`src/rtl/pmc_pkg.sv`:
```
package pmc_pkg;

  localparam int MODE_N = 7;

  typedef enum logic [2:0] {
    RUN_NORMAL   = 3'd0,
    STOP_NORMAL  = 3'd1,
    RUN_LOWPWR   = 3'd2,
    WAIT_LOWPWR  = 3'd3,
    STOP_LOWPWR  = 3'd4,
    STOP_LOWLEAK = 3'd5,
    STOP_DEEP    = 3'd6
  } pmMode_e;

  localparam int PERM_LP_BIT   = 5;
  localparam int PERM_LL_BIT   = 3;
  localparam int PERM_DEEP_BIT = 1;

  localparam logic [2:0] STOPSEL_NORMAL  = 3'b000;
  localparam logic [2:0] STOPSEL_LOWPWR  = 3'b010;
  localparam logic [2:0] STOPSEL_LOWLEAK = 3'b011;
  localparam logic [2:0] STOPSEL_DEEP    = 3'b100;

  localparam logic [1:0] RUNSEL_NORMAL = 2'b00;
  localparam logic [1:0] RUNSEL_LOWPWR = 2'b10;

  typedef struct packed {
    logic clrAbort;
    logic setAbort;
    logic clrRunSel;
  } seqStrobe_t;

  function automatic logic [MODE_N-1:0] modeBits(pmMode_e m);
    return MODE_N'(1) << m;
  endfunction

endpackage

```
`src/rtl/pmcRegs.sv`:
```
module pmcRegs
  import pmc_pkg::*;
#(
  parameter int ADDR_W = 2,
  parameter int DATA_W = 8
) (
  input  logic              clk,
  input  logic              rstN,
  input  logic              busWr,
  input  logic [ADDR_W-1:0] busAddr,
  input  logic [DATA_W-1:0] busWdata,
  output logic [DATA_W-1:0] busRdata,
  input  seqStrobe_t        strb,
  input  logic [MODE_N-1:0] statusWord,
  output logic              permLp,
  output logic              permLl,
  output logic              permDeep,
  output logic [2:0]        stopSel,
  output logic [1:0]        runSel,
  output logic              wakeToRun,
  output logic              abortFlag
);

  localparam logic [ADDR_W-1:0] ADDR_PERM   = ADDR_W'(0);
  localparam logic [ADDR_W-1:0] ADDR_CTRL   = ADDR_W'(1);
  localparam logic [ADDR_W-1:0] ADDR_DEEP   = ADDR_W'(2);
  localparam logic [ADDR_W-1:0] ADDR_STATUS = ADDR_W'(3);
  localparam logic [7:0] PERM_MASK =
    (8'd1 << PERM_LP_BIT) | (8'd1 << PERM_LL_BIT) | (8'd1 << PERM_DEEP_BIT);
  localparam logic [2:0] DEEP_SUB_RESET = 3'b011;

  logic [7:0] permReg;
  logic       permLocked;
  logic [2:0] deepSub;
  logic       porOff;
  logic       stopOk;
  logic       runOk;
  logic [2:0] wStop;
  logic [1:0] wRun;
  logic       statusIsRun;
  logic       statusIsLpRun;

  assign permLp        = permReg[PERM_LP_BIT];
  assign permLl        = permReg[PERM_LL_BIT];
  assign permDeep      = permReg[PERM_DEEP_BIT];
  assign wStop         = busWdata[2:0];
  assign wRun          = busWdata[6:5];
  assign statusIsRun   = statusWord[RUN_NORMAL];
  assign statusIsLpRun = statusWord[RUN_LOWPWR];

  always_comb begin
    case (wStop)
      STOPSEL_NORMAL:  stopOk = 1'b1;
      STOPSEL_LOWPWR:  stopOk = permLp;
      STOPSEL_LOWLEAK: stopOk = permLl;
      STOPSEL_DEEP:    stopOk = permDeep;
      default:         stopOk = 1'b0;
    endcase
  end

  always_comb begin
    case (wRun)
      RUNSEL_LOWPWR: runOk = permLp && statusIsRun;
      RUNSEL_NORMAL: runOk = (runSel == RUNSEL_NORMAL) || statusIsLpRun;
      default:       runOk = 1'b0;
    endcase
  end

  always_ff @(posedge clk) begin
    if (!rstN) begin
      permReg    <= '0;
      permLocked <= 1'b0;
      stopSel    <= STOPSEL_NORMAL;
      runSel     <= RUNSEL_NORMAL;
      wakeToRun  <= 1'b0;
      abortFlag  <= 1'b0;
      deepSub    <= DEEP_SUB_RESET;
      porOff     <= 1'b0;
    end else begin
      if (strb.clrAbort) abortFlag <= 1'b0;
      if (strb.setAbort) abortFlag <= 1'b1;
      if (strb.clrRunSel) runSel <= RUNSEL_NORMAL;
      if (busWr) begin
        case (busAddr)
          ADDR_PERM: begin
            if (!permLocked) begin
              permReg    <= busWdata[7:0] & PERM_MASK;
              permLocked <= 1'b1;
              stopSel    <= STOPSEL_NORMAL;
            end
          end
          ADDR_CTRL: begin
            if (stopOk) stopSel <= wStop;
            if (runOk && !strb.clrRunSel) runSel <= wRun;
            if (statusIsRun) wakeToRun <= busWdata[7];
          end
          ADDR_DEEP: begin
            if (!busWdata[2]) deepSub <= busWdata[2:0];
            porOff <= busWdata[5];
          end
          default: ;
        endcase
      end
    end
  end

  always_comb begin
    case (busAddr)
      ADDR_PERM:   busRdata = DATA_W'(permReg);
      ADDR_CTRL:   busRdata = DATA_W'({wakeToRun, runSel, 1'b0, abortFlag, stopSel});
      ADDR_DEEP:   busRdata = DATA_W'({2'b00, porOff, 2'b00, deepSub});
      ADDR_STATUS: busRdata = DATA_W'({1'b0, statusWord});
      default:     busRdata = '0;
    endcase
  end

endmodule

```
`src/rtl/pmcSeq.sv`:
```
module pmcSeq
  import pmc_pkg::*;
#(
  parameter int ENTRY_CYC = 2
) (
  input  logic              clk,
  input  logic              rstN,
  input  logic              sleepReq,
  input  logic              deepSleep,
  input  logic              intReq,
  input  logic              entryRst,
  input  logic              dbgEn,
  input  logic [2:0]        stopSel,
  input  logic [1:0]        runSel,
  input  logic              wakeToRun,
  output seqStrobe_t        strb,
  output logic [MODE_N-1:0] statusWord,
  output logic              inEntry
);

  localparam int CNT_W = $clog2(ENTRY_CYC + 1);

  pmMode_e    curMode;
  pmMode_e    nxtMode;
  pmMode_e    target;
  logic       fromLp;
  logic       entering;
  logic [CNT_W-1:0] cnt;
  logic       startEntry;
  logic       abortNow;

  assign inEntry = entering;

  function automatic pmMode_e stopTarget(logic [2:0] sel, logic lp);
    case (sel)
      STOPSEL_NORMAL:  return lp ? STOP_LOWPWR : STOP_NORMAL;
      STOPSEL_LOWPWR:  return STOP_LOWPWR;
      STOPSEL_LOWLEAK: return STOP_LOWLEAK;
      default:         return STOP_DEEP;
    endcase
  endfunction

  always_comb begin
    nxtMode    = curMode;
    strb       = '0;
    startEntry = 1'b0;
    abortNow   = 1'b0;
    if (entering) begin
      if (intReq || entryRst) begin
        abortNow      = 1'b1;
        strb.setAbort = 1'b1;
      end else if (cnt == CNT_W'(1)) begin
        nxtMode = target;
      end
    end else begin
      case (curMode)
        RUN_NORMAL: begin
          if (runSel == RUNSEL_LOWPWR) nxtMode = RUN_LOWPWR;
          else if (sleepReq && deepSleep) begin
            startEntry    = 1'b1;
            strb.clrAbort = 1'b1;
          end
        end
        RUN_LOWPWR: begin
          if (intReq && wakeToRun) begin
            nxtMode        = RUN_NORMAL;
            strb.clrRunSel = 1'b1;
          end else if (runSel == RUNSEL_NORMAL) begin
            nxtMode = RUN_NORMAL;
          end else if (sleepReq) begin
            if (deepSleep) begin
              startEntry    = 1'b1;
              strb.clrAbort = 1'b1;
            end else begin
              nxtMode = WAIT_LOWPWR;
            end
          end
        end
        WAIT_LOWPWR: begin
          if (intReq) begin
            if (wakeToRun) begin
              nxtMode        = RUN_NORMAL;
              strb.clrRunSel = 1'b1;
            end else begin
              nxtMode = RUN_LOWPWR;
            end
          end
        end
        STOP_LOWPWR: begin
          if (intReq) begin
            if (!fromLp || wakeToRun) begin
              nxtMode        = RUN_NORMAL;
              strb.clrRunSel = fromLp;
            end else begin
              nxtMode = RUN_LOWPWR;
            end
          end
        end
        default: begin
          if (intReq) nxtMode = fromLp ? RUN_LOWPWR : RUN_NORMAL;
        end
      endcase
    end
  end

  always_ff @(posedge clk) begin
    if (!rstN) begin
      curMode    <= RUN_NORMAL;
      target     <= RUN_NORMAL;
      fromLp     <= 1'b0;
      entering   <= 1'b0;
      cnt        <= '0;
      statusWord <= modeBits(RUN_NORMAL);
    end else begin
      curMode <= nxtMode;
      if (startEntry) begin
        entering <= 1'b1;
        cnt      <= CNT_W'(ENTRY_CYC);
        fromLp   <= (curMode == RUN_LOWPWR);
        target   <= stopTarget(stopSel, curMode == RUN_LOWPWR);
      end else if (entering) begin
        if (abortNow || cnt == CNT_W'(1)) entering <= 1'b0;
        else cnt <= cnt - CNT_W'(1);
      end
      if (!(dbgEn && (nxtMode == STOP_NORMAL || nxtMode == STOP_LOWPWR)))
        statusWord <= modeBits(nxtMode);
    end
  end

endmodule

```
`src/rtl/pwrModeCtl.sv`:
```
module pwrModeCtl
  import pmc_pkg::*;
#(
  parameter int ENTRY_CYC = 2,
  parameter int ADDR_W    = 2,
  parameter int DATA_W    = 8
) (
  input  logic              clk,
  input  logic              rstN,
  input  logic              busWr,
  input  logic [ADDR_W-1:0] busAddr,
  input  logic [DATA_W-1:0] busWdata,
  output logic [DATA_W-1:0] busRdata,
  input  logic              sleepReq,
  input  logic              deepSleep,
  input  logic              intReq,
  input  logic              entryRst,
  input  logic              dbgEn,
  output logic [MODE_N-1:0] modeOneHot,
  output logic              stopAborted
);

  seqStrobe_t        strb;
  logic [MODE_N-1:0] statusWord;
  logic              permLp;
  logic              permLl;
  logic              permDeep;
  logic [2:0]        stopSel;
  logic [1:0]        runSel;
  logic              wakeToRun;
  logic              abortFlag;
  logic              seqInEntry;

  pmcRegs #(.ADDR_W(ADDR_W), .DATA_W(DATA_W)) regs_i (
    .clk(clk), .rstN(rstN), .busWr(busWr), .busAddr(busAddr),
    .busWdata(busWdata), .busRdata(busRdata), .strb(strb),
    .statusWord(statusWord), .permLp(permLp), .permLl(permLl),
    .permDeep(permDeep), .stopSel(stopSel), .runSel(runSel),
    .wakeToRun(wakeToRun), .abortFlag(abortFlag)
  );

  pmcSeq #(.ENTRY_CYC(ENTRY_CYC)) seq_i (
    .clk(clk), .rstN(rstN), .sleepReq(sleepReq), .deepSleep(deepSleep),
    .intReq(intReq), .entryRst(entryRst), .dbgEn(dbgEn),
    .stopSel(stopSel), .runSel(runSel), .wakeToRun(wakeToRun),
    .strb(strb), .statusWord(statusWord), .inEntry(seqInEntry)
  );

  assign modeOneHot  = statusWord;
  assign stopAborted = abortFlag;

endmodule

```
`config.mk`:
```
export PLATFORM = sky130hd
export DESIGN_NAME = pwrModeCtl
export DESIGN_NICKNAME = d
export VERILOG_FILES = /design/src/rtl/pmc_pkg.sv /design/src/rtl/pmcRegs.sv /design/src/rtl/pmcSeq.sv /design/src/rtl/pwrModeCtl.sv
export SDC_FILE = /design/constraint.sdc
export NUM_CORES = 1
export LEC_CHECK = 0
export ABC_AREA = 1
export CORE_ASPECT_RATIO = 1.25
export CORE_MARGIN = 4
export CORE_UTILIZATION = 40
export DETAILED_ROUTE_END_ITERATION = 10
export SLEW_MARGIN = 20
export SYNTH_ARGS = -nofsm -noshare
export SYNTH_HDL_FRONTEND = slang
export SYNTH_SLANG_ARGS = --single-unit
```
`constraint.sdc`:
```
create_clock -name clk -period 3 [get_ports clk]
set_input_delay 0.6 -clock clk [delete_from_list [all_inputs] [get_ports clk]]
set_output_delay 0.6 -clock clk [all_outputs]
set_load 0.02 [all_outputs]
```
Word-level counts from Yosys, hierarchy flattened
Cells that the tools add are included.
Widths: inputs -> output; s select.
{"block": "op_classes", "magnitude_cmp": 0, "bitwise_logic": 4, "muxes": 52, "n_addsub": 1, "n_div": 0, "shift": 1, "n_eq_ne": 19, "n_reduce_logical": 30, "n_mul": 0}
{"op": "$mux 3", "count": 14}
{"op": "$pmux 8 s4", "count": 1}
{"op": "$mux 1", "count": 20}
{"op": "$mux 2", "count": 10}
{"op": "$eq 3x2->1 const B", "count": 6}
{"op": "$pmux 3 s4", "count": 1}
{"op": "$eq 3x3->1 const B", "count": 3}
{"op": "$logic_not 3->1", "count": 3}
{"op": "$pmux 3 s3", "count": 1}
{"op": "$reduce_and 3->1", "count": 3}
{"op": "$eq 2x2->1 const B", "count": 4}
{"op": "$reduce_and 2->1", "count": 4}
{"op": "$shl 1x3->7 const A", "count": 1}
{"op": "$logic_not 2->1", "count": 3}
{"op": "$pmux 3 s2", "count": 1}
{"op": "$reduce_bool 2->1", "count": 3}
{"op": "$logic_and 1x1->1", "count": 5}
{"op": "$logic_or 1x1->1", "count": 5}
{"op": "$eq 2x1->1 const B", "count": 2}
{"op": "$ne 2x1->1 const B", "count": 2}
{"op": "$not 1->1", "count": 4}
{"op": "$pmux 1 s2", "count": 2}
{"op": "$pmux 1 s4", "count": 1}
{"op": "$reduce_and 4->1", "count": 1}
{"op": "other kinds (6)", "count": 7}
{"block": "word_totals", "elab_cells": 122, "memories": 0, "out_inout_bits": 16, "mem_bits_rw": 0, "latchBits": 0, "ff_bits": 31, "rom_bits": 0, "input_bits": 18}

Depth between registers and ports, before layout
{"block": "depth", "ltp_word": 11, "depth_mapped": 13, "ltp_nobuf": 13}

By module
A second synthesis with hierarchy kept.
{"block": "hier_totals", "hier_cells": 254, "area_unflattened_um2": 1760.4}
{"mod": "pmcSeq", "instances": 1, "area_each_um2": 958.4, "seq_area_each_um2": 340.3, "cells_per_inst": 133}
{"mod": "pmcRegs", "instances": 1, "area_each_um2": 802.0, "seq_area_each_um2": 280.3, "cells_per_inst": 121}

Worst setup path before layout
Ideal clock, no wire load.
{"block": "synth_path", "path_type": "input to output", "startpoint": "in busAddr[0]", "endpoint": "out busRdata[2]", "path_stages": 4, "slack_ps": 849, "n_path_buf": 0, "t_required_ps": 2400, "arrival_time_ps": 1551, "path_cell_list": "inv_1 > nor2_1 > inv_1 > o21ai_0"}
{"block": "synth_between", "elab_chain_cells": 2, "elab_cells_between_ends": 5, "cone_classes": "eq/ne: 3; mux: 1; reduce/logical: 1"}
{"element": "from (decl)", "line_no": "pwrModeCtl.sv:11", "source": "input logic [ADDR_W-1:0] busAddr,"}
{"element": "$eq 2x2->1, or another cell as far along", "line_no": "pmcRegs.sv:108", "source": "case (busAddr)"}
{"element": "$pmux 8 s4 *", "line_no": "pmcRegs.sv:108"}
{"element": "to (decl)", "line_no": "pwrModeCtl.sv:13", "source": "output logic [DATA_W-1:0] busRdata,"}
Every way passes the cells marked *; elsewhere a longest branch is shown, timed or not.

Worst setup path after layout
{"block": "layout_path", "startpoint": "in busAddr[0]", "endpoint": "out busRdata[0]"}
The elaborated chain is that of the path after synthesis.

==> results_dict.tcl <==
set metrics [dict create \
    p_sw_share_pct 25.98 \
    cts_num_sinks 31 \
    power.density_nw_per_um2 474.7 \
    synth_top_family_by_area "simple AND/OR/NAND/NOR gates" \
    drtIter0Drc 73 \
    finalMaxSlewViolations 0 \
    ctsRootBufferMaster "clkbuf_8" \
    startpoint_type "input pin" \
    required_ps 2400 \
    synth_area_um2 1638 \
    cts_hold_buf 0 \
    power_frac_seq_pct 43.0 \
    synth-compound-area-share_pct 21.47 \
    placed_area_um2 2058 \
    synth_ff_type "dfxtp_1" \
    n_antenna_cell 0 \
    clock_path_buffers 2 \
    clk_pin_slew_worst_paths_ps 60 \
    core-area_um2 3879 \
    wl_met1_um 1902 \
    vias 1646 \
    hold_class "flip-flop to flip-flop" \
    multi_input_area_um2 865.8 \
    critical_path_class "input pin to output port" \
    cts_buffers 5 \
    internal_power_w 0.0007671 \
    wl_per_cell_um 13.10 \
    start_util_pct 42.23 \
    drive_gt1_share_pct 10.71 \
    ys_seq_elements 31 \
    clkPwrFrac_pct 41.6 \
    ys_types 31 \
    antenna_found_initial 0 \
    r2r_slack_ps 1330 \
    holdPathEnd "regs_i.porOff$_SDFFE_PN0P_" \
    fin_crit_sh_pct 94.58 \
    met3_length_um 179 \
    met2_length_um 2122 \
    setup_viol 0 \
    cts_tree "yes" \
    fin_worst_skew_ps 7.028 \
    die_h_um 79.54 \
    area_growth_pct 33.31 \
    fillers 425 \
    grt.overflow.total 0 \
    port-buffer-count 32 \
    relSlewSlack_pct 68.13 \
    syn-num-nets 256 \
    ys_async_sr_fraction_pct 0 \
    viasPerCell 4.928 \
    netSwitchingPower_w 0.0002693 \
    ir_worst_vdd_mv 0.2698 \
    synth-xor-area-share_pct 0.5348 \
    rr_worst_depth 10 \
    drt_first_pass_iters 4 \
    finalHoldViolCount 0 \
    post_cts_buffers 0 \
    nNetsFinal 298 \
    grt_pass1_wl_um 7631 \
    cp-end-kind "output port" \
    grt_start_max_net_pins 13 \
    timing.rr.end "seq_i.statusWord[1]$_SDFFE_PN0N_" \
    gp_congestion 0.9529 \
    regArea_um2 620.6 \
    postSynthAreaPerCell_um2 6.911 \
    grt_pass1_vias 1653 \
    final_area_um2 2183 \
    htreeDepth 2 \
    reg2reg_from "seq_i.cnt[1]$_SDFFE_PN0P_" \
    cp_data_arrival_time_ps 2240 \
    die_w_um 65.24 \
    ys_warn_count 0 \
    grt_util_all_layers_pct 19.14 \
    clkLatencyLatePin_ps 290 \
    ant_nets 0 \
    routed.top_layer "met4" \
    synth_edf_count 0 \
    wl_um 4374 \
    worst_pin_slew_ps 473.6 \
    drc_errors 0 \
    rows 25 \
    yosys.area_share.simple_pct 30.10 \
    post-dp-hpwl_um 3418 \
    pwr-share-comb_pct 15.4 \
    synthMuxAreaShare_pct 0 \
    hp-start "regs_i.porOff$_SDFFE_PN0P_" \
    ys_seq_area_share_pct 37.89 \
    status "finished clean" \
    ios 34 \
    post-route-min-period_ps 2837 \
    rsz0062_at_grt "no" \
    whs_path_depth 2 \
    syn_inst 237 \
    crit_fanout 5 \
    timing.max_cap.violations 0 \
    synth_fa_ha_area_share_pct 0.7639 \
    setup_tns_ps 0 \
    p_leak_nw 0.9408 \
    die_area_um2 5189 \
    max_freq_ghz 0.3524 \
]
-- logic make-up after synthesis --
kind of cell,after synthesis
compound gates,58
flops,31
fa+ha+maj,1
simple gates,106
xor+xnor,1
buf+inv,40
-- power by group through the flow --
stage | registers (W) | logic [W] | clock network, W
6_report | 0.000446 | 0.000160 | 0.000431
3_3_place_gp | 0.000455 | 0.000160 | 0
2_1_floorplan | 0.000454 | 0.0000899 | 0
3_5_place_dp | 0.000455 | 0.000160 | 0
5_1_grt | 0.000449 | 0.000179 | 0.000464
4_1_cts | 0.000446 | 0.000161 | 0.000441
-- per-stage QoR --
| step | setup WS [ps] | power, W | util, % | cells | hold slack [ps] |
|---|---|---|---|---|---|
| after global placement | 89.57 | 0.0006149 | 53.06 | 326 | 456.9 |
| after CTS | 95.14 | 0.001048 | 56.10 | 334 | 466.0 |
| after detailed placement | 109.4 | 0.0006152 | 53.06 | 326 | 455.9 |
| after global routing | 24.41 | 0.001092 | 56.29 | 334 | 499.0 |
| after floorplan | 849.2 | 0.0005441 | - | 237 | 439.1 |
| final | 162.6 | 0.001036 | 56.29 | 334 | 464.3 |
-- critical path: stages --
cell	delay, ps
clkdlybuf4s50_1	540
inv_1	90
nor2_1	120
inv_1	100
o211ai_1	160
clkdlybuf4s50_1	630
-- synth_stat cells, types with 2 or more instances --
cell	n	area [µm²]
nand2_1	48	180.2
inv_1	35	131.4
dfxtp_1	31	620.6
a21oi_1	25	125.1
nor2_1	22	82.58
nand3_1	18	90.09
o21ai_0	15	75.07
a211oi_1	4	30.03
nand2_2	4	25.02
o211ai_1	4	30.03
nand3_2	3	30.03
nor3_1	3	15.01
clkbuf_1	2	7.510
nand2_4	2	22.52
nand4_1	2	12.51
nor2_4	2	22.52
o2111ai_1	2	17.52
o21ai_1	2	10.01
-- cells in the final DEF, fill, tap and decap left out, drive strengths merged --
master,count
a21oi,25
nor2,25
nor3,3
dfxtp,31
o31ai,1
clkinv,2
o2111ai,2
clkbuf,6
nand4,2
xnor2,1
dlymetal6s2s,3
o211ai,5
o21ai,19
buf,6
bufinv,1
inv,36
nor4,1
o221ai,1
a211oi,4
ha,1
o211a,1
nand2,54
nand3,21
clkdlybuf4s50,29
-- per-layer routing --
layer  vias to the layer above  track usage (%)
met5                         -                0
met4                         0            11.41
met3                        14            4.225
met2                        36            32.12
met1                       729            21.90
li1                        867                -
-- layout make-up --
type / count / share of cell area [%]
Multi-Input combinational cell: 166 / 39.66
Sequential cell: 31 / 28.42
Timing Repair Buffer: 38 / 17.08
Inverter: 37 / 6.361
Clock buffer: 6 / 3.782
Tap cell: 54 / 3.095
Clock inverter: 2 / 1.605
-- registers in the layout (all words and copies together) (netlist names), 2 cells and up --
| signal | cells |
|---|---|
| seq_i.statusWord | 7 |
| regs_i.runSel | 2 |
| seq_i.curMode | 3 |
| regs_i.permReg | 3 |
| seq_i.cnt | 2 |
| seq_i.target | 3 |
| regs_i.stopSel | 3 |
| regs_i.deepSub | 2 |
-- how the worst max path moves through the flow --
stage | startpoint | endpoint | slack (ps) | cells past startpoint
2_1_floorplan | busAddr[0] | busRdata[2] | 850 | 4
5_1_grt | busAddr[0] | busRdata[6] | 20 | 7
3_3_place_gp | busAddr[0] | busRdata[5] | 90 | 7
4_1_cts | busAddr[0] | busRdata[1] | 100 | 6
3_5_place_dp | busAddr[0] | busRdata[1] | 110 | 6
6_report | busAddr[0] | busRdata[0] | 160 | 6
-- timing repair --
item | CTS | global route
resized for setup | 0 | 3
endpoints found under the hold margin | 0 | 0
endpoints found under the setup margin | 0 | 3
(Power assumes the default switching activity.)
